<file path="config.mk">
export PLATFORM = sky130hd
export DESIGN_NAME = bus_wait_ctrl
export DESIGN_NICKNAME = d
export VERILOG_FILES = /design/src/rtl/bwc_pkg.sv /design/src/rtl/bwc_datapath.sv /design/src/rtl/bwc_control.sv /design/src/rtl/bus_wait_ctrl.sv
export SDC_FILE = /design/constraint.sdc
export NUM_CORES = 1
export LEC_CHECK = 0
export CAP_MARGIN = 30
export CORE_MARGIN = 1
export CORE_UTILIZATION = 45
export DETAILED_ROUTE_END_ITERATION = 16
export GPL_TIMING_DRIVEN = 1
export PLACE_DENSITY = 0.68
export SLEW_MARGIN = 10
export SYNTH_ARGS = -nofsm -noshare
export SYNTH_HDL_FRONTEND = slang
export SYNTH_SLANG_ARGS = --single-unit
</file>
<file path="constraint.sdc">
create_clock -name clk -period 2.1 [get_ports clk]
set_clock_uncertainty 0.1 [all_clocks]
set_input_delay 0.21 -clock clk [delete_from_list [all_inputs] [get_ports clk]]
set_output_delay 0.21 -clock clk [all_outputs]
set_load 0.03 [all_outputs]
</file>
<file path="src/rtl/bwc_pkg.sv">
package bwc_pkg;
  localparam int CODE_W  = 4;
  localparam int STATE_W = 5;

  typedef struct packed {
    logic loadCfg;
    logic countUp;
  } dpStrobe_t;

  typedef struct packed {
    logic               pinMode;
    logic [STATE_W-1:0] states;
  } waitDecode_t;

  function automatic waitDecode_t decodeWait(input logic [CODE_W-1:0] code);
    waitDecode_t d;
    d.pinMode = 1'b0;
    if (code <= 4'd10)       d.states = STATE_W'(code) + STATE_W'(2);
    else if (code == 4'd11)  d.states = STATE_W'(14);
    else if (code == 4'd12)  d.states = STATE_W'(18);
    else if (code == 4'd13)  d.states = STATE_W'(22);
    else if (code == 4'd14) begin
      d.pinMode = 1'b1;
      d.states  = STATE_W'(6);
    end else                 d.states = STATE_W'(3);
    return d;
  endfunction
endpackage

</file>
<file path="src/rtl/bwc_datapath.sv">
module bwc_datapath
  import bwc_pkg::*;
#(
  parameter int SYNC_STAGES    = 2,
  parameter int PIN_MIN_STATES = 6
) (
  input  logic              clk,
  input  logic              rst_n,
  input  dpStrobe_t         strb,
  input  logic              isWrite,
  input  logic [CODE_W-1:0] rdCfg,
  input  logic [CODE_W-1:0] wrCfg,
  input  logic              waitN,
  output logic              endNow
);
  localparam logic [STATE_W-1:0] PIN_MIN = STATE_W'(PIN_MIN_STATES);
  localparam logic [STATE_W-1:0] CNT_MAX = '1;

  logic [CODE_W-1:0]      selCode;
  waitDecode_t            dec;
  logic [STATE_W-1:0]     targetQ;
  logic [STATE_W-1:0]     cntQ;
  logic                   pinModeQ;
  logic [SYNC_STAGES-1:0] syncQ;
  logic                   waitInactive;

  assign selCode = isWrite ? wrCfg : rdCfg;
  assign dec     = decodeWait(selCode);

  generate
    if (SYNC_STAGES == 1) begin : g_sync1
      always_ff @(posedge clk or negedge rst_n)
        if (!rst_n) syncQ <= '1;
        else        syncQ <= waitN;
    end else begin : g_syncN
      always_ff @(posedge clk or negedge rst_n)
        if (!rst_n) syncQ <= '1;
        else        syncQ <= {syncQ[SYNC_STAGES-2:0], waitN};
    end
  endgenerate

  assign waitInactive = syncQ[SYNC_STAGES-1];

  always_ff @(posedge clk or negedge rst_n) begin
    if (!rst_n) begin
      targetQ  <= STATE_W'(3);
      pinModeQ <= 1'b0;
      cntQ     <= '0;
    end else if (strb.loadCfg) begin
      targetQ  <= dec.states;
      pinModeQ <= dec.pinMode;
      cntQ     <= STATE_W'(1);
    end else if (strb.countUp && cntQ != CNT_MAX) begin
      cntQ <= cntQ + STATE_W'(1);
    end
  end

  assign endNow = pinModeQ ? (cntQ >= PIN_MIN && waitInactive)
                           : (cntQ == targetQ);
endmodule

</file>
<file path="src/rtl/bwc_control.sv">
module bwc_control
  import bwc_pkg::*;
(
  input  logic      clk,
  input  logic      rst_n,
  input  logic      startReq,
  input  logic      regionUntimed,
  input  logic      endNow,
  output dpStrobe_t strb,
  output logic      busy,
  output logic      cycleDone,
  output logic      bypass
);
  typedef enum logic {ST_IDLE, ST_RUN} ctlState_t;

  ctlState_t stateQ, stateNxt;
  logic      bypassQ, bypassNxt;

  always_comb begin
    strb      = '0;
    cycleDone = 1'b0;
    bypassNxt = 1'b0;
    stateNxt  = stateQ;
    unique case (stateQ)
      ST_IDLE: if (startReq) begin
        if (regionUntimed) bypassNxt = 1'b1;
        else begin
          strb.loadCfg = 1'b1;
          stateNxt     = ST_RUN;
        end
      end
      ST_RUN: if (endNow) begin
        cycleDone = 1'b1;
        stateNxt  = ST_IDLE;
      end else begin
        strb.countUp = 1'b1;
      end
      default: stateNxt = ST_IDLE;
    endcase
  end

  always_ff @(posedge clk or negedge rst_n) begin
    if (!rst_n) begin
      stateQ  <= ST_IDLE;
      bypassQ <= 1'b0;
    end else begin
      stateQ  <= stateNxt;
      bypassQ <= bypassNxt;
    end
  end

  assign busy   = (stateQ == ST_RUN);
  assign bypass = bypassQ;
endmodule

</file>
<file path="src/rtl/bus_wait_ctrl.sv">
module bus_wait_ctrl
  import bwc_pkg::*;
#(
  parameter int SYNC_STAGES    = 2,
  parameter int PIN_MIN_STATES = 6
) (
  input  logic       clk,
  input  logic       rst_n,
  input  logic       startReq,
  input  logic       isWrite,
  input  logic [3:0] rdCfg,
  input  logic [3:0] wrCfg,
  input  logic       regionUntimed,
  input  logic       waitN,
  output logic       busy,
  output logic       cycleDone,
  output logic       bypass
);
  dpStrobe_t strb;
  logic      endNow;

  bwc_control u_ctl (
    .clk(clk), .rst_n(rst_n), .startReq(startReq),
    .regionUntimed(regionUntimed), .endNow(endNow), .strb(strb),
    .busy(busy), .cycleDone(cycleDone), .bypass(bypass)
  );

  bwc_datapath #(.SYNC_STAGES(SYNC_STAGES), .PIN_MIN_STATES(PIN_MIN_STATES)) u_dp (
    .clk(clk), .rst_n(rst_n), .strb(strb), .isWrite(isWrite),
    .rdCfg(rdCfg), .wrCfg(wrCfg), .waitN(waitN), .endNow(endNow)
  );
endmodule

</file>
==> results of run 1 <==
[per-stage QoR]
stage / cells / hold slack [ns]
after floorplan: 90 / -0.1856
after global placement: 137 / 0.2458
after detailed placement: 137 / 0.2497
after CTS: 142 / 0.2179
after global routing: 142 / 0.2238
final: 142 / 0.2234
[synth_stat cells (2+ instances only)]
library cell  instances
mux2_2                2
inv_1                 3
o31ai_1               2
ha_1                  4
o21ai_0               4
dfstp_2               4
xor2_1                3
nand2_1              15
nor2_1                3
buf_6                 2
and3_2                2
mux2i_1               6
dfrtp_1              11
a21oi_1               4
and3b_1               2
xnor2_1               4
[routing by layer]
layer  global-route usage (%)  routed length (um)
met4                    10.29                  26
met2                    31.51                 966
met1                    19.91                 728
met3                    2.308                  51
met5                        0                   0
[cells by family (layout without fill, tap and decap cells)]
family	Yosys count	count (layout)
AO/OA/AOI/OAI	18	18
XOR/XNOR	7	7
adder cells (fa/ha/maj)	4	4
buffers and inverters	7	32
flip-flops	15	15
multiplexers	8	8
AND/OR/NAND/NOR	31	31
[cell type report]
type | count | area share (%)
inverter | 3 | 0.9544
clock buffer | 3 | 1.909
sequential | 15 | 32.24
tap | 27 | 2.863
timing repair buffer | 25 | 18.88
multi-input combinational | 68 | 42.74
clock inverter | 1 | 0.4242
[power breakdown]
| group | switching, W | internal, W |
|---|---|---|
| clock | 0.0000919 | 0.0000705 |
| combinational | 0.000333 | 0.000358 |
| sequential | 0.0000950 | 0.000407 |
| total | 0.000519 | 0.000835 |
[flip-flops by register name, indices dropped and copies added, names as in the netlist]
register and flops:
u_dp.pinModeQ 1, u_dp.syncQ 2, u_ctl.busy 1, u_dp.cntQ 5, u_ctl.bypass 1, u_dp.targetQ 5
[final timing paths]
| kind | from | endpoint | slack, ns | cells after the start |
|---|---|---|---|---|
| max | u_dp.cntQ[0]$_DFFE_PN0P_ | u_dp.cntQ[2]$_DFFE_PN0P_ | 0.1 | 8 |
| min | rst_n | u_dp.cntQ[1]$_DFFE_PN0P_ | 0.22 | 1 |
| max reg2reg | u_dp.cntQ[0]$_DFFE_PN0P_ | u_dp.cntQ[2]$_DFFE_PN0P_ | 0.1 | 8 |
| min reg2reg | u_dp.syncQ[0]$_DFF_PN1_ | u_dp.syncQ[1]$_DFF_PN1_ | 0.26 | 0 |
| max in group asynchronous | rst_n | u_ctl.busy$_DFF_PN0_ | 1.25 | 1 |
| min in group clk | waitN | u_dp.syncQ[0]$_DFF_PN1_ | 0.22 | 1 |
[layout by cell type, fill, tap and decap left out, types with 2 or more instances in the layout]
master           instances
nand2_1                 15
clkdlybuf4s50_1         15
dfrtp_1                 11
buf_4                    9
mux2i_1                  6
xnor2_1                  4
o21ai_0                  4
a21oi_1                  4
dfstp_2                  4
inv_1                    3
xor2_1                   3
nor2_1                   3
clkbuf_4                 3
mux2_2                   2
and3_2                   2
and3b_1                  2
o31ai_1                  2
ha_1                     2
[critical path, delay by kind of cell, from the launching register on]
family | cells | cell delay (ns)
flops | 1 | 0.39
simple gates | 2 | 0.38
compound gates | 2 | 0.39
buf+inv | 2 | 0.27
fa+ha+maj | 2 | 0.36
[what timing repair did]
item	CTS	global route
gates cloned	0	0
resized for setup	5	3
setup buffers	1	0
endpoints found under the setup margin	1	3
==> results by group, run 1 <==
Outcome
  • Result of the run: finished clean

Drt
  • Count of vias placed by the detailed router: ~740
  • Number of DRC markers after the initial detailed-route iteration: 1
  • Initial DRT Pass Iterations: 3
  • Post-route ant nets: 0
  • Number of design rule violations left after detail routing: 0
  • Routed wirelength normalized by instance count: between 10 and 15 um
  • Number of vias per cell after detailed routing: between 5 and 6
  • Total length of routed wires: approximately 1800 um

Die
  • Horiz. Die Dim: about 47 um
  • Initial Utilization: a little under half
  • Site row count: 16
  • Die outline area: around 2200 um2
  • Core Region: just under 2000 um2
  • I/O Pins: 17
  • Die Height: about 47 um

Yosys
  • Number of synthesized flops with an enable pin: 0
  • Net count after synthesis: between 100 and 150
  • Cell taking the most area after synthesis: dfrtp_1
  • Fraction of post-synthesis cell area in the top cell type by area: about 30%
  • Yosys warnings: 0
  • Mapped cell area: slightly above 900 um2
  • Proportion of register bits with asynchronous set or reset after synthesis: 100.0%
  • Synthesized-area fraction occupied by xor and xnor cells: 6.649%
  • Portion of netlist area occupied by mux cells: under 10%
  • Area fraction in compound gates after synthesis: ~14%
  • Synth Flop Type: dfrtp_1
  • Synthesized flop and latch total: 15
  • Count of unique library cells instantiated by Yosys: 35
  • Post-Syn Instances: 90
  • Synthesized area per cell: between 10 and 15 um2
  • Combinational family with the most area after synthesis: simple AND/OR/NAND/NOR gates
  • Part of the Yosys area used for sequential elements: between 40% and 50%
  • Post-synthesis adder-cell area fraction: between 5 and 6%
  • Share of synthesized cell area in and, or, nand and nor gates: between 10% and 20%
  • Main area contributors after synthesis: dfrtp_1 30%, dfstp_2 11%, mux2i_1 6.5%

Timing
  • Setup tns final: 0 ns
  • Pin slew with the least headroom to its limit: between 0.6 and 0.7 ns
  • PnR worst setup slack: 0.09638 ns
  • Worst rel slew slack: 56.20%
  • Final hold viol count: 0
  • Unrepaired setup endpoints after global routing: no
  • Fraction of the cycle the final worst path needs: approximately 95%
  • Post-route minimum period: 2.004 ns
  • Highest achievable clock rate: 499.1 MHz
  • Final setup violating endpoints: 0
  • Final number of max-transition violations: 0

CTS
  • Buffers from clock root to sink, at most: 2
  • TritonCTS clock tree: done
  • Clock transition at the register clock pins on the worst setup and hold paths after CTS: ~0.1 ns
  • CTS Buf Count: 3
  • Clk Latency, worst-skew pair: between 0.2 and 0.3 ns
  • H-tree depth: 1
  • Number of sinks driven by the clock tree: 15
  • Clock Root Buffer: clkbuf_4
  • Hold-fix buffers at CTS: 0

Hold path
  • Class of the tightest hold or removal check: in2async

Layout
  • Layout net count: around 130
  • Area taken by multi-input logic gates: roughly 500 um2
  • Syn-to-layout area delta: 27.95%
  • Share of layout cells above drive strength 1: roughly 27%
  • Number of inserted filler cells in the final layout: ~180
  • Final design utilization: about three fifths
  • Antenna diodes: 0
  • Total non-filler cell area in the finished layout: 1180 um2
  • Area of all sequential standard cells: between 300 and 400 um2

Critical path
  • Startpoint class of the critical path: flop
  • Critical Path Sink Type: flop
  • CP Data Required Time: ~2.2 ns
  • Critical path cell sequence: buf_4, buf_4, ha_2, and3_2, ha_4, and2_1, a31o_2, a32o_1
  • Kind of critical path: reg2reg
  • Slowest CP cell: dfrtp_1
  • Dominant cell type by count on the critical path: buf_4
  • Arrival time reported for the critical path endpoint: around 2.1 ns
  • CP max stage delay: approximately 0.4 ns
  • Worst-path fanout max: 5

Global routing
  • Global-route wire length before repair: roughly 2600 um
  • Overall Global Routing Usage: about 18%
  • Maximum number of pins on one net before global-route repair: 16
  • Initial antenna violation count: 0
  • Congestion Overflow GR: 0
  • Number of global-route vias before repair: roughly 670

Place
  • Cell area after placement: ~1100 um2
  • Number of port buffers: 16
  • Dpl hpwl: ~1400 um
  • Worst slack, placed: -0.06640 ns
  • RD Place Congestion: roughly 0.82

Power and ir drop
  • Maximum VDD drop: 0.5304 mV
  • Leak: 0.5356 nW
  • Power after layout: 0.001355 W
  • Power density relative to cell area: approximately 1100 nW/um2

Job
  • Max cap viols: 0
No activity file was read; power rests on OpenSTA's default activity.
==> inputs of run 2 (changes only) <==
CTS_CLUSTER_DIAMETER = 200   (was unset)
==> results of run 2 <==
Final layout, timing and power as in run 1 (identical DEF).
